**config.mk**
```make
export PLATFORM = sky130hd
export DESIGN_NAME = rx_char_fifo
export DESIGN_NICKNAME = d
export VERILOG_FILES = /design/src/rtl/rxf_pkg.sv /design/src/rtl/rxf_ctrl.sv /design/src/rtl/rxf_store.sv /design/src/rtl/rxf_status.sv /design/src/rtl/rx_char_fifo.sv
export SDC_FILE = /design/constraint.sdc
export NUM_CORES = 1
export LEC_CHECK = 0
export BUFFER_PORTS_ARGS = -buffer_cell sky130_fd_sc_hd__buf_4
export CAP_MARGIN = 15
export CORE_MARGIN = 2
export CORE_UTILIZATION = 63
export CTS_BUF_LIST = sky130_fd_sc_hd__clkbuf_2
export DETAILED_ROUTE_END_ITERATION = 16
export PLACE_DENSITY = 0.92
export SETUP_SLACK_MARGIN = 0.3
export SLEW_MARGIN = 20
export SYNTH_ARGS = -nofsm -noshare
export SYNTH_HDL_FRONTEND = slang
export SYNTH_SLANG_ARGS = --single-unit
```
**constraint.sdc**
```tcl
create_clock -name clk -period 4.8 [get_ports clk]
set_input_delay 1.44 -clock clk [delete_from_list [all_inputs] [get_ports clk]]
set_output_delay 1.44 -clock clk [all_outputs]
set_load 0.01 [all_outputs]
```
**src/rtl/rxf_pkg.sv**
```systemverilog
// Shared types for the receive character queue.
// Assumes 8-bit characters and the four fixed interrupt thresholds.
package rxf_pkg;
    localparam int CHAR_W = 8;

    typedef struct packed {
        logic              brk;
        logic              ferr;
        logic              perr;
        logic [CHAR_W-1:0] ch;
    } rxf_ent_t;

    // Maps the two-bit trigger code to its fill threshold.
    function automatic logic [4:0] trig_level(input logic [1:0] code);
        case (code)
            2'b00:   return 5'd1;
            2'b01:   return 5'd4;
            2'b10:   return 5'd8;
            default: return 5'd14;
        endcase
    endfunction
endpackage

```
**src/rtl/rxf_ctrl.sv**
```systemverilog
// FIFO-control register decode.
// Stores the mode, DMA select and trigger code. Turns the flush bits into
// single-cycle pulses. A change of the mode bit also flushes the receive side.
module rxf_ctrl (
    input  logic       clk,
    input  logic       rst_n,
    input  logic       wr,
    input  logic [7:0] wdata,
    output logic       fifo_en,
    output logic       dma_sel,
    output logic [1:0] trig_code,
    output logic       rx_flush,
    output logic       tx_flush
);
    // Holds the stored control fields; the flush bits are never kept.
    always_ff @(posedge clk) begin
        if (!rst_n) begin
            fifo_en   <= 1'b0;
            dma_sel   <= 1'b0;
            trig_code <= 2'b00;
        end else if (wr) begin
            fifo_en   <= wdata[0];
            dma_sel   <= wdata[3];
            trig_code <= wdata[7:6];
        end
    end

    assign rx_flush = wr && (wdata[1] || (wdata[0] != fifo_en));
    assign tx_flush = wr && wdata[2];
endmodule

```
**src/rtl/rxf_store.sv**
```systemverilog
// Circular character store with read/write pointers, a fill count and a count
// of stored entries that carry an error mark.
// Assumes flush takes priority over push and pop. A push into a full store is
// accepted only when a pop happens in the same cycle.
module rxf_store
    import rxf_pkg::*;
#(
    parameter int DEPTH = 16,
    parameter int AW    = $clog2(DEPTH),
    parameter int CW    = $clog2(DEPTH + 1)
) (
    input  logic          clk,
    input  logic          rst_n,
    input  logic          flush,
    input  logic          single,
    input  logic          push,
    input  rxf_ent_t      push_ent,
    input  logic          pop,
    output rxf_ent_t      head,
    output logic [CW-1:0] count,
    output logic [CW-1:0] err_cnt,
    output logic          ovr_evt
);
    localparam logic [CW-1:0] FULL_N = CW'(DEPTH);
    localparam logic [AW-1:0] LAST_P = AW'(DEPTH - 1);

    logic [AW-1:0] rptr, wptr;
    logic [CW-1:0] cap;
    logic          full, do_push, do_pop, push_err, head_err;
    rxf_ent_t      slot_q [DEPTH];

    assign cap      = single ? CW'(1) : FULL_N;
    assign full     = count >= cap;
    assign do_pop   = pop && (count != '0) && !flush;
    assign do_push  = push && !flush && (!full || do_pop);
    assign ovr_evt  = push && !flush && full && !do_pop;
    assign head     = slot_q[rptr];
    assign push_err = push_ent.brk || push_ent.ferr || push_ent.perr;
    assign head_err = head.brk || head.ferr || head.perr;

    // One storage slot per entry, written when the write pointer selects it.
    for (genvar i = 0; i < DEPTH; i++) begin : g_slot
        rxf_ent_t slot;
        always_ff @(posedge clk) begin
            if (do_push && (wptr == AW'(i))) slot <= push_ent;
        end
        assign slot_q[i] = slot;
    end

    // Advances pointers and keeps the fill and error counts.
    always_ff @(posedge clk) begin
        if (!rst_n || flush) begin
            rptr    <= '0;
            wptr    <= '0;
            count   <= '0;
            err_cnt <= '0;
        end else begin
            if (do_push) wptr <= (wptr == LAST_P) ? '0 : wptr + AW'(1);
            if (do_pop)  rptr <= (rptr == LAST_P) ? '0 : rptr + AW'(1);
            count   <= count + CW'(do_push) - CW'(do_pop);
            err_cnt <= err_cnt + CW'(do_push && push_err) - CW'(do_pop && head_err);
        end
    end
endmodule

```
**src/rtl/rxf_status.sv**
```systemverilog
// Status and interrupt request generation from the fill and error counts.
// Assumes the counts are registered, so all outputs are clean after the edge.
module rxf_status
    import rxf_pkg::*;
#(
    parameter int CW = 5
) (
    input  logic          clk,
    input  logic          rst_n,
    input  logic          ovr_evt,
    input  logic          stat_rd,
    input  logic          fifo_en,
    input  logic [1:0]    trig_code,
    input  logic [CW-1:0] count,
    input  logic [CW-1:0] err_cnt,
    output logic          data_ready,
    output logic          overrun,
    output logic          err_present,
    output logic          avail_irq
);
    logic [CW-1:0] thr;

    // Sticky overrun: a new event wins over a clearing status read.
    always_ff @(posedge clk) begin
        if (!rst_n)       overrun <= 1'b0;
        else if (ovr_evt) overrun <= 1'b1;
        else if (stat_rd) overrun <= 1'b0;
    end

    assign thr         = fifo_en ? CW'(trig_level(trig_code)) : CW'(1);
    assign data_ready  = count != '0;
    assign avail_irq   = count >= thr;
    assign err_present = err_cnt != '0;
endmodule

```
**src/rtl/rx_char_fifo.sv**
```systemverilog
// Receive character queue with a programmable interrupt threshold.
// Joins the control decode, the store and the status logic. The head entry is
// shown as zero while the queue is empty.
module rx_char_fifo
    import rxf_pkg::*;
#(
    parameter int DEPTH = 16,
    parameter int LVL_W = $clog2(DEPTH + 1)
) (
    input  logic             clk,
    input  logic             rst_n,
    input  logic             cfg_wr,
    input  logic [7:0]       cfg_data,
    input  logic             rx_push,
    input  logic [7:0]       rx_char,
    input  logic             rx_perr,
    input  logic             rx_ferr,
    input  logic             rx_brk,
    input  logic             rbr_pop,
    input  logic             stat_rd,
    output logic [7:0]       rd_char,
    output logic             rd_perr,
    output logic             rd_ferr,
    output logic             rd_brk,
    output logic [LVL_W-1:0] fill_level,
    output logic             data_ready,
    output logic             overrun,
    output logic             err_present,
    output logic             avail_irq,
    output logic             dma_sel,
    output logic             txclr_pulse
);
    logic             fifo_en, rx_flush, ovr_evt;
    logic [1:0]       trig_code;
    logic [LVL_W-1:0] err_cnt;
    rxf_ent_t         in_ent, head, shown;

    assign in_ent = '{brk: rx_brk, ferr: rx_ferr, perr: rx_perr, ch: rx_char};

    rxf_ctrl u_ctrl (
        .clk(clk), .rst_n(rst_n), .wr(cfg_wr), .wdata(cfg_data),
        .fifo_en(fifo_en), .dma_sel(dma_sel), .trig_code(trig_code),
        .rx_flush(rx_flush), .tx_flush(txclr_pulse)
    );

    rxf_store #(.DEPTH(DEPTH), .CW(LVL_W)) u_store (
        .clk(clk), .rst_n(rst_n), .flush(rx_flush), .single(!fifo_en),
        .push(rx_push), .push_ent(in_ent), .pop(rbr_pop),
        .head(head), .count(fill_level), .err_cnt(err_cnt), .ovr_evt(ovr_evt)
    );

    rxf_status #(.CW(LVL_W)) u_stat (
        .clk(clk), .rst_n(rst_n), .ovr_evt(ovr_evt), .stat_rd(stat_rd),
        .fifo_en(fifo_en), .trig_code(trig_code), .count(fill_level),
        .err_cnt(err_cnt), .data_ready(data_ready), .overrun(overrun),
        .err_present(err_present), .avail_irq(avail_irq)
    );

    assign shown   = data_ready ? head : '0;
    assign rd_char = shown.ch;
    assign rd_perr = shown.perr;
    assign rd_ferr = shown.ferr;
    assign rd_brk  = shown.brk;
endmodule

```
After elaboration in Yosys (flattened, before gate mapping):

Index checks and enable logic that the tools add are counted.

* add/sub/neg operators: 6
* divide/modulo/power cells: 0
* muxes and demuxes: 11
* reduce and logical (&&, ||, !) cells: 42
* magnitude comparators: 3
* bitwise logic cells: 1
* shift operators: 0
* multiply operators: 0
* eq/ne operators: 19

Operators by type and width (number)
* $bmux 11 s4: 1
* $eq 4x4->1 const B: 9
* $mux 11: 3
* $logic_and 1x1->1: 26
* $eq 4x3->1 const B: 4
* $mux 4: 3
* $pmux 4 s3: 1
* $add 5x1->5: 2
* $ge 5x5->1: 2
* $reduce_bool 5->1: 2
* $sub 5x1->5: 2
* $add 4x1->4 const B: 2
* $eq 4x2->1 const B: 2
* $logic_or 1x1->1: 7
* $ge 5x5->1 const B: 1
* $mux 5: 1
* $not 4->5: 1
* $eq 4x1->1 const B: 1
* $logic_not 1->1: 4
* $logic_not 4->1: 1
* $eq 2x1->1 const B: 1
* $eq 2x2->1 const B: 1
* $logic_not 2->1: 1
* $mux 1: 2
* 2 further kinds: 2

* memory bits (writable): 0
* memories: 0
* flip-flop bits (word level): 199
* output and inout bits: 22
* bits in latches: 0
* bits in read-only memories: 0

Longest topological paths before layout:

Gate-level depths: netlist of run 1.

* depth in word-level cells: 10
* gate-level depth with buffers: 16
* mapped depth without buffers: 15

Modules after synthesis:

Synthesis of run 1 repeated with hierarchy kept, for this count alone.

* cell total of the unflattened synthesis: 475
* area, all modules: 8409.3 µm²

By module, submodules not included
* rxf_store: cells each 422, instances 1, sequential area each 5645.4 µm², area each 7971.4 µm²
* rxf_ctrl: cells each 16, instances 1, sequential area each 80.1 µm², area each 180.2 µm²
* rxf_status: cells each 24, instances 1, sequential area each 20.0 µm², area each 173.9 µm²
* rx_char_fifo: cells each 13, instances 1, sequential area each 0.0 µm², area each 83.8 µm²

Least setup slack after synthesis of run 1:

OpenSTA, ideal clock, no wires.

* kind: input-to-reg
* start point: input cfg_wr
* end point: register u_store.err_cnt[4]
* data arrival time: 3733 ps
* stages: 13
* path buffers: 2
* slack: 997 ps
* required time: 4730 ps
* cells stage by stage: clkbuf_1 > o21ai_1 > buf_2 > nand2_1 > a31oi_1 > ha_1 > inv_1 > ha_1 > fa_1 > a21oi_1 > nor2_1 > or3_1 > a21oi_1

* longest elaborated chain between the ends: 8
* elaborated cells on any way between the ends: 11
* classes of those cells: 2 x add/sub; 9 x reduce/logical

Ends and longest elaborated chain
* from (decl): line rx_char_fifo.sv:12 `input logic cfg_wr,`
* $logic_and 1x1->1 (*): line rxf_ctrl.sv:28 `assign rx_flush = wr && (wdata[1] || (wdata[0] != fifo_en));`
* $logic_not 1->1: line rxf_store.sv:34, rxf_store.sv:35
* $logic_and 1x1->1: line rxf_store.sv:34 `assign do_pop = pop && (count != '0) && !flush;`
* $logic_or 1x1->1: line rxf_store.sv:35 `assign do_push = push && !flush && (!full || do_pop);`
* $logic_and 1x1->1: line rxf_store.sv:35
* $logic_and 1x1->1: line rxf_store.sv:61 `err_cnt <= err_cnt + CW'(do_push && push_err) - CW'(do_pop && head_err);`
* $add 5x1->5: line rxf_store.sv:61
* $sub 5x1->5: line rxf_store.sv:61
* to (signal assigned): line rxf_store.sv:61
* to (decl): line rxf_store.sv:21 `output logic [CW-1:0] err_cnt,`

Every way passes the cells marked *; elsewhere a longest branch is shown, timed or not.
A chain may end at the register's enable or synchronous reset.

Worst setup path after layout of run 1:

* start point: register u_store.rptr[1]
* end point: output rd_ferr

* longest elaborated chain between the ends: 5

Ends and longest elaborated chain
* from (decl): line rxf_store.sv:27 `logic [AW-1:0] rptr, wptr;`
* from (signal assigned): line rxf_store.sv:59 `if (do_pop) rptr <= (rptr == LAST_P) ? '0 : rptr + AW'(1);`
* $not 4->5 (implied by the code): line rxf_store.sv:37 `assign head = slot_q[rptr];`
* $bmux 11 s4: line rxf_store.sv:37
* $mux 11 (implied by the code) (2 in a row): line rxf_store.sv:37
* $mux 11: line rx_char_fifo.sv:59 `assign shown = data_ready ? head : '0;`
* to (decl): line rx_char_fifo.sv:23 `output logic rd_ferr,`

No other way between the ends. The select of a mux whose other input is x is not followed.

==> results of run 1 <==
## layout by cell type (no fill, tap or decap), types with 3 or more instances in the layout
| cell | instances |
|---|---|
| xor2_1 | 5 |
| or3_1 | 3 |
| xnor2_1 | 3 |
| clkbuf_2 | 17 |
| inv_1 | 21 |
| a21oi_1 | 15 |
| nor2_1 | 20 |
| dfxtp_1 | 20 |
| inv_6 | 4 |
| edfxtp_1 | 176 |
| ha_1 | 25 |
| clkinvlp_4 | 3 |
| nand2_1 | 10 |
| mux2i_1 | 7 |
| nor2b_1 | 4 |
| clkinv_2 | 3 |
| nand3_1 | 5 |
| and2_1 | 11 |
| o21ai_0 | 9 |
| mux4_2 | 53 |
| and3_1 | 21 |
| buf_4 | 55 |
## cell type report
cell class	count	area share, %
flip-flops and latches	199	62.9
clock inverters	15	1.63
multi-input cells	216	26.3
clock buffers	17	0.931
repair buffers	57	4.86
inverters	22	0.903
diodes	1	0.0274
well taps	176	2.41
## path summary, 6_finish.rpt
check | endpoint | slack (ps) | depth (start not counted)
worst max-delay path | rd_ferr | 480 | 7
worst min-delay path | u_ctrl.dma_sel$_SDFFE_PN0P_ | 550 | 2
worst max register to register | u_store.err_cnt[4]$_SDFF_PP0_ | 910 | 15
worst min register to register | u_ctrl.dma_sel$_SDFFE_PN0P_ | 550 | 2
## where the power goes
group          internal [uW]  leakage, uW  switching, uW
clock                    240     0.000136            555
combinational            519      0.00120            552
sequential              1950      0.00177           51.7
total                   2710      0.00311           1160
## cell usage after synthesis (2+ instances only)
cell type,number,share of area (%)
fa_1,2,0.48
and3_1,21,1.6
mux2i_1,7,0.84
nor2b_1,4,0.30
nand4_1,2,0.15
nand3_1,5,0.30
buf_6,4,0.54
buf_2,4,0.24
nand2b_1,2,0.15
mux4_2,53,14
nor2_1,20,0.90
inv_1,21,0.95
nand2_1,10,0.45
buf_1,3,0.13
xnor2_1,3,0.32
ha_1,25,3.7
or3_1,3,0.23
a21oi_1,15,0.90
edfxtp_1,176,63
a31oi_1,2,0.15
and2_1,11,0.83
mux2_2,2,0.27
o21ai_0,9,0.54
xor2_1,5,0.52
dfxtp_1,23,5.5
clkbuf_1,7,0.32
## critical path: stages (launching register included)
cell	delay, ps
dfxtp_4	590
buf_4	300
mux4_2	540
mux2i_1	160
nand2_1	70
o21ai_0	180
nor2_1	90
buf_4	160
## registers in the layout (all words and copies together), names as in the netlist
register             flops
u_ctrl.dma_sel           1
u_ctrl.fifo_en           1
u_ctrl.trig_code         2
u_stat.overrun           1
u_store.count            5
u_store.err_cnt          5
u_store.g_slot.slot    176
u_store.rptr             4
u_store.wptr             4
## per-stage QoR
stage	cells	instance area, um2
final	703	9140
after global routing	703	9140
after CTS	697	9100
after detailed placement	664	8850
after global placement	664	8850
after floorplan	456	8340
## timing repair
item / 4_1_cts / 5_1_grt
setup buffers: 1 / 5
hold endpoints to repair: 0 / 0
gates resized for setup: 2 / 1
setup endpoints to repair: 10 / 5
## kinds of logic after synthesis
family          count (synthesis)
flops                         199
fa+ha+maj                      27
compound gates                 34
buf+inv                        41
mux                            62
xor+xnor                        8
simple gates                   85
## metal layers
layer | routed length, um | share of wire [%] | up-vias | global-route usage, %
li1 | - | - | 1914 | -
met1 | 6390 | 38 | 2250 | 31.1
met2 | 9120 | 54 | 192 | 43.6
met3 | 954 | 5.6 | 52 | 5.46
met4 | 557 | 3.3 | 0 | 10.9
met5 | 0 | 0 | - | 0
==> flow_metrics.env, run 1 <==
export IMPL_io_pin_count=47
export IMPL_drc=0
export IMPL_cts_buffer_depth=2
export IMPL_period_minus_slack_ps=4320
export IMPL_numCtsBuffers=17
export IMPL_worstPathRequired_ps=3360
export IMPL_port_buffer_count=44
export IMPL_synth_ff_latch_count=199
export IMPL_place_ws_ps=512
export IMPL_p_leak_uw=0.00311
export IMPL_synth_xor_area_share_pct=0.840
export IMPL_multi_input_area_mm2=0.00240
export IMPL_grt_max_degree=20
export IMPL_grt_pass1_vias=4621
export IMPL_clk_pin_slew_worst_paths_ps=260
export IMPL_start_util_pct=63.8
export IMPL_synth_compound_area_share_pct=2.58
export IMPL_finalHoldViolations=0
export IMPL_synthArstFlopShare_pct=0
export IMPL_synth_edff_count=176
export IMPL_slew_viol_final=0
export IMPL_peakVddDrop_mv=0.221
export IMPL_wirelength_um=17000
export IMPL_cp_max_fo=19
export IMPL_tns_ps=0
export IMPL_clock_root_buffer="clkbuf_2"
export IMPL_antenna_found_initial=1
export IMPL_wl_per_cell_um=24.2
export IMPL_clkLatencyLatePin_ps=790
export IMPL_crit_type="flop to output pin"
export IMPL_die_h_um=119
export IMPL_setup_violations=0
export IMPL_die_w_um=119
export IMPL_drive_above_1_share_pct=28.5
export IMPL_cts_sinks=199
export IMPL_hpwl_um=10700
export IMPL_fmax_mhz=231
export IMPL_regArea_mm2=0.00575
export IMPL_power_uw=3870
export IMPL_drv_cap=0
export IMPL_r2r_start="u_store.count[2]$_SDFF_PP0_"
export IMPL_grt_overflow=0
export IMPL_p_per_area_mw_per_mm2=423
export IMPL_slew_headroom_pct=44.7
export IMPL_coreArea_mm2=0.0131
export IMPL_place_gp_congestion=0.817
export IMPL_critPathLaunchType="flop"
export IMPL_finClkSkew_ps=40.3
export IMPL_critPathCaptureType="output pin"
export IMPL_holdWs_ps=549
export IMPL_hold_path_class="flop to flop"
export IMPL_syn_to_final_growth_pct=9.58
export IMPL_die_area_mm2=0.0142
export IMPL_synth_cells=456
export IMPL_synthMuxAreaShare_pct=15.4
export IMPL_grt_pass1_wl_um=25600
export IMPL_yosys_cell_types_count=43
export IMPL_status="finished, final reports clean"
export IMPL_vias_per_cell=6.27
export IMPL_final_period_utilization_pct=90.1
export IMPL_synth_simple_area_share_pct=5.74
export IMPL_synthFlopType="edfxtp_1"
export IMPL_cts_tree="yes"
export IMPL_row_count=42
export IMPL_track_usage_pct=25.3
export IMPL_drtPass1Iterations=5
export IMPL_cts_htree_levels=4
export IMPL_cts_hold_buffers=0
export IMPL_syn_area_per_cell_um2=18.3
export IMPL_synthAdderAreaFrac_pct=4.23
export IMPL_worstHoldStart="u_ctrl.dma_sel$_SDFFE_PN0P_"
export IMPL_rsz0062_at_grt="false"
export IMPL_synth_seq_area_share_pct=68.9
export IMPL_ant_nets=0
export IMPL_critPathLaunch="u_store.rptr[1]$_SDFFE_PP0N_"
export IMPL_vias=4408
export IMPL_worstPathArrival_ps=2880
export IMPL_fin_nets=565
export IMPL_fill_cells=782
export IMPL_final_core_util_pct=69.9
export IMPL_drtIter0Drc=506
export IMPL_tightest_slew_ps=830
export IMPL_synth_area_mm2=0.00834
export IMPL_syn_num_nets=508
export IMPL_synth_top_family_by_area="multiplexers"
export IMPL_setup_slack_ps=477
export IMPL_yosys_warnings=0
No activity file was read; power rests on OpenSTA's default activity.
==> run 2: changes to the inputs <==
--- a/config.mk
+++ b/config.mk
@@ -5,7 +5,7 @@
 export SDC_FILE = /design/constraint.sdc
 export NUM_CORES = 1
 export LEC_CHECK = 0
-export BUFFER_PORTS_ARGS = -buffer_cell sky130_fd_sc_hd__buf_4
+export BUFFER_PORTS_ARGS = -buffer_cell sky130_fd_sc_hd__buf_2
 export CAP_MARGIN = 15
 export CORE_MARGIN = 2
 export CORE_UTILIZATION = 63
==> flow_metrics.env, run 2 (same netlist as run 1, synthesis figures left out) <==
export IMPL_status="finished, final reports clean"
export IMPL_crit_type="flop to output pin"
export IMPL_worstPathRequired_ps=3360
export IMPL_die_h_um=119
export IMPL_cts_sinks=199
export IMPL_drc=0
export IMPL_drtIter0Drc=596
export IMPL_antenna_cells=0
export IMPL_io_pin_count=47
export IMPL_row_count=42
export IMPL_vias_per_cell=6.34
export IMPL_clk_pin_slew_worst_paths_ps=260
export IMPL_port_buffer_count=44
export IMPL_critPathCaptureType="output pin"
export IMPL_finClkSkew_ps=30.2
export IMPL_top_regs="u_store.g_slot.slot: 176 flops, u_store.count: 5 flops, u_store.err_cnt: 5 flops"
export IMPL_clkLatencyLatePin_ps=760
export IMPL_cp_max_fo=22
export IMPL_rsz0062_at_grt="false"
export IMPL_final_core_util_pct=68.8
export IMPL_coreArea_mm2=0.0131
export IMPL_start_util_pct=63.8
export IMPL_clock_root_buffer="clkbuf_2"
export IMPL_grt_max_degree=23
export IMPL_grt_pass1_vias=4471
export IMPL_critPathLaunchType="flop"
export IMPL_hold_path_class="flop to flop"
export IMPL_grt_pass1_wl_um=25900
export IMPL_peakVddDrop_mv=0.228
export IMPL_cts_htree_levels=4
export IMPL_drv_cap=0
export IMPL_cts_buffer_depth=2
export IMPL_finalHoldViolations=0
export IMPL_slew_headroom_pct=40.6
export IMPL_p_leak_uw=0.00308
export IMPL_vias=4435
export IMPL_track_usage_pct=25.7
export IMPL_r2r_slack_ps=1020
export IMPL_tns_ps=0
export IMPL_ant_nets=0
export IMPL_grt_overflow=0
export IMPL_period_minus_slack_ps=4310
export IMPL_critPathLaunch="u_store.rptr[1]$_SDFFE_PP0N_"
export IMPL_r2r_start="u_store.count[2]$_SDFF_PP0_"
export IMPL_drtPass1Iterations=6
export IMPL_numCtsBuffers=17
export IMPL_cts_tree="yes"
export IMPL_fmax_mhz=232
export IMPL_place_gp_congestion=0.866
export IMPL_largest_reg_flops=176
export IMPL_slew_viol_final=0
export IMPL_cts_hold_buffers=0
export IMPL_final_period_utilization_pct=89.9
export IMPL_fin_nets=563
export IMPL_power_uw=3810
export IMPL_p_per_area_mw_per_mm2=423
export IMPL_drive_above_1_share_pct=28.1
export IMPL_final_common_cell="edfxtp_1"
export IMPL_fill_cells=800
export IMPL_worstPathArrival_ps=2870
export IMPL_die_w_um=119
export IMPL_setup_violations=0
export IMPL_antenna_found_initial=0
export IMPL_top_register="u_store.g_slot.slot"
export IMPL_syn_to_final_growth_pct=7.99
export IMPL_final_cell_mix="edfxtp_1, mux4_2, buf_2, ha_1"
export IMPL_wirelength_um=17100
export IMPL_hpwl_um=10500
export IMPL_die_area_mm2=0.0142
export IMPL_wl_per_cell_um=24.4
export IMPL_tightest_slew_ps=891
export IMPL_worstHoldStart="u_ctrl.dma_sel$_SDFFE_PN0P_"
run 2: cell count changes in the layout (fill, tap and decap cells not counted):
cell        before  now
dfxtp_1         20   21
dfxtp_2          1    0
buf_2            0   44
diode_2          1    0
clkinvlp_4       3    2
inv_8            0    1
clkbuf_2        17   21
clkinv_2         3    1
buf_4           55    9
clkinv_4         1    2
inv_6            4    1
run 2: critical path, cell delays in order, from the launching register on:
cell,delay [ps]
dfxtp_4,630
buf_4,330
mux4_2,360
mux4_2,480
and2_1,180
buf_2,140
run 2: metrics by stage:
stage | setup slack (ps) | area (um2) | hold WS (ps) | cells
6_report | 485 | 9010 | 555 | 700
5_1_grt | 350 | 9010 | 596 | 700
4_1_cts | 385 | 8990 | 555 | 697
3_5_place_dp | 652 | 8740 | 514 | 664
3_3_place_gp | 760 | 8740 | 468 | 664
2_1_floorplan | 997 | 8340 | 489 | 456
run 2: power by group:
| part | internal (uW) | leakage [uW] | total, uW | switching, uW |
|---|---|---|---|---|
| clock | 250 | 0.000142 | 793 | 543 |
| combinational | 458 | 0.00116 | 1020 | 562 |
| sequential | 1950 | 0.00177 | 2000 | 51.9 |
run 2: what timing repair did:
item / CTS / global route
endpoints found under the setup margin: 10 / 1
cloned: 0 / 0
buffers inserted: 1 / 3
gates resized for setup: 2 / 0
run 2: metal layers:
layer	wire, um	up-vias	track usage, %
li1	-	1907	-
met1	6480	2278	33.6
met2	9030	218	43.2
met3	1220	32	5.03
met4	381	0	9.82
met5	0	-	0
run 2: final cells by class:
cell class	count	area, um2	area share [%]
tap	176	220	2.44
clock inverter	11	125	1.39
timing repair buffer	55	319	3.54
sequential	199	5750	63.9
inverter	22	82.6	0.917
clock buffer	21	105	1.17
multi-input combinational	216	2400	26.7
run 2: path summary, 6_finish.rpt:
check                                                      to  cells past startpoint
worst min-delay path              u_ctrl.dma_sel$_SDFFE_PN0P_                      2
worst min register to register    u_ctrl.dma_sel$_SDFFE_PN0P_                      2
worst max register to register  u_store.err_cnt[4]$_SDFF_PP0_                     15
worst max-delay path                               rd_char[1]                      5
==> run 3: changes to the inputs <==
--- a/config.mk
+++ b/config.mk
@@ -7,11 +7,12 @@
 export LEC_CHECK = 0
 export BUFFER_PORTS_ARGS = -buffer_cell sky130_fd_sc_hd__buf_2
 export CAP_MARGIN = 15
+export CORE_ASPECT_RATIO = 0.9
 export CORE_MARGIN = 2
 export CORE_UTILIZATION = 63
 export CTS_BUF_LIST = sky130_fd_sc_hd__clkbuf_2
 export DETAILED_ROUTE_END_ITERATION = 16
-export PLACE_DENSITY = 0.92
+export PLACE_DENSITY = 0.8
 export SETUP_SLACK_MARGIN = 0.3
 export SLEW_MARGIN = 20
 export SYNTH_ARGS = -nofsm -noshare
==> flow_metrics.env, run 3 (same netlist as run 1, synthesis figures left out) <==
export IMPL_status="finished, final reports clean"
export IMPL_top_regs="u_store.g_slot.slot: 176 flops, u_store.count: 5 flops, u_store.err_cnt: 5 flops"
export IMPL_stdcell_count=685
export IMPL_finalHoldViolations=0
export IMPL_drive_above_1_share_pct=27.5
export IMPL_p_leak_uw=0.00308
export IMPL_drtIter0Drc=483
export IMPL_clk_pin_slew_worst_paths_ps=250
export IMPL_p_sw_share_pct=29.1
export IMPL_fin_nets=559
export IMPL_tightest_slew_ps=847
export IMPL_row_count=39
export IMPL_start_util_pct=65.0
export IMPL_cts_hold_buffers=0
export IMPL_critPathCaptureType="output pin"
export IMPL_die_w_um=125
export IMPL_cp_max_fo=22
export IMPL_crit_family="multiplexers"
export IMPL_largest_reg_flops=176
export IMPL_drtPass1Iterations=5
export IMPL_fill_cells=799
export IMPL_grt_pass1_wl_um=24300
export IMPL_period_minus_slack_ps=4330
export IMPL_finClkSkew_ps=32.7
export IMPL_numCtsBuffers=17
export IMPL_sequentialPowerShare_pct=51.7
export IMPL_slew_headroom_pct=43.5
export IMPL_drv_cap=0
export IMPL_final_core_util_pct=70.4
export IMPL_vias_per_cell=6.15
export IMPL_p_per_area_mw_per_mm2=429
export IMPL_slew_viol_final=0
export IMPL_path_buf_inv=2
export IMPL_multi_input_area_mm2=0.00240
export IMPL_final_period_utilization_pct=90.1
export IMPL_die_area_mm2=0.0142
export IMPL_antenna_found_initial=1
export IMPL_grt_pass1_vias=4317
export IMPL_cts_buffer_depth=2
export IMPL_hpwl_um=9670
export IMPL_drc=0
export IMPL_worstPathArrival_ps=2890
export IMPL_syn_to_final_growth_pct=8.23
export IMPL_grt_overflow=0
export IMPL_wl_per_cell_um=23.3
export IMPL_crit_chain="buf_12, mux4_2, mux4_2, and2_1, buf_2"
export IMPL_place_gp_congestion=0.857
export IMPL_cts_setup_buffers=0
export IMPL_vias=4215
export IMPL_final_common_cell="edfxtp_1"
export IMPL_cts_sinks=199
export IMPL_clock_root_buffer="clkbuf_2"
export IMPL_die_h_um=113
export IMPL_cts_htree_levels=4
export IMPL_power_frac_comb_pct=25.0
export IMPL_regArea_mm2=0.00575
export IMPL_top_register="u_store.g_slot.slot"
export IMPL_intPower_uw=2740
export IMPL_rsz0062_at_grt="false"
export IMPL_grt_max_degree=28
export IMPL_fmax_mhz=231
export IMPL_coreArea_mm2=0.0128
export IMPL_track_usage_pct=23.8
export IMPL_crit_type="flop to output pin"
export IMPL_clkLatencyLatePin_ps=770
export IMPL_clock_power_share_pct=23.3
export IMPL_ant_nets=0
export IMPL_final_cell_mix="edfxtp_1, mux4_2, buf_2, ha_1"
export IMPL_setup_violations=0
export IMPL_wirelength_um=16000
export IMPL_p_sw_uw=1130
export IMPL_critPathMostFrequentCell="mux4_2"
export IMPL_worstPathRequired_ps=3360
export IMPL_io_pin_count=47
export IMPL_peakVddDrop_mv=0.217
export IMPL_placed_cells=652
export IMPL_port_buffer_count=44
export IMPL_tns_ps=0
export IMPL_critPathLaunchType="flop"
export IMPL_critPathMaxStageDelay_ps=550
export IMPL_hold_path_class="flop to flop"
export IMPL_cts_tree="yes"
export IMPL_crit_slowest_cell="mux4_2"
## run 3: changes by cell type in the layout (fill, tap and decap cells not counted), moves of 2 or more
cell	previous run	this run
buf_4	9	4
bufinv_16	2	4
clkbuf_2	21	17
clkinv_4	2	5
## run 3: worst reg2reg max path, cell delays in order (launching register included)
cell     delay, ps
dfxtp_1        420
inv_1          150
ha_1           220
nor4b_4        300
inv_2          190
and2_0         360
nand2_1        220
a31oi_1         70
ha_1           290
inv_1           40
ha_1           210
fa_1           410
a21oi_1        150
nor2_1          70
or3_1          340
a21oi_1        160
## run 3: area by class of cell
type | instances | share of cell area (%)
Clock buffer | 17 | 0.942
Sequential cell | 199 | 63.7
Clock inverter | 15 | 2.25
Inverter | 22 | 0.915
Timing Repair Buffer | 51 | 3.24
Multi-Input combinational cell | 216 | 26.6
Antenna cell | 1 | 0.0277
Tap cell | 164 | 2.27
## run 3: worst paths after layout
check | to | cells after the start | slack (ps) | from
worst max register to register | u_store.err_cnt[4]$_SDFF_PP0_ | 15 | 1150 | u_store.count[2]$_SDFF_PP0_
worst max-delay path | rd_char[3] | 5 | 470 | u_store.rptr[0]$_SDFFE_PP0N_
worst min-delay path | u_ctrl.dma_sel$_SDFFE_PN0P_ | 2 | 540 | u_ctrl.dma_sel$_SDFFE_PN0P_
worst min register to register | u_ctrl.dma_sel$_SDFFE_PN0P_ | 2 | 540 | u_ctrl.dma_sel$_SDFFE_PN0P_
## run 3: layer usage
metal | up-vias | wire (um) | GRT usage (%)
met3 | 16 | 853 | 5.25
met2 | 140 | 8150 | 39.3
met1 | 2155 | 6730 | 32.3
met5 | - | 0 | 0
li1 | 1904 | - | -
met4 | 0 | 226 | 8.15
## run 3: power groups by stage
stage               Sequential (uW)  Combinational (uW)  Clock (uW)
detailed placement             2040                 957           0
floorplan                      2030                 697           0
finish                         2000                 967         902
global placement               2030                 930           0
CTS                            2000                 969         915
global route                   2010                1060         969
## run 3: metrics by stage
stage	instance area (um2)	total power (uW)	setup WS [ps]	hold WS (ps)
final	9030	3870	474	539
after global routing	9030	4050	317	593
after CTS	9020	3890	297	545
after detailed placement	8720	3000	865	496
after global placement	8720	2960	941	469
after floorplan	8340	2720	997	489
## run 3: timing repair
item,in CTS,in global routing
resized for setup,2,3
endpoints found under the setup margin,9,9
endpoints found under the hold margin,0,0
pin swaps,0,0
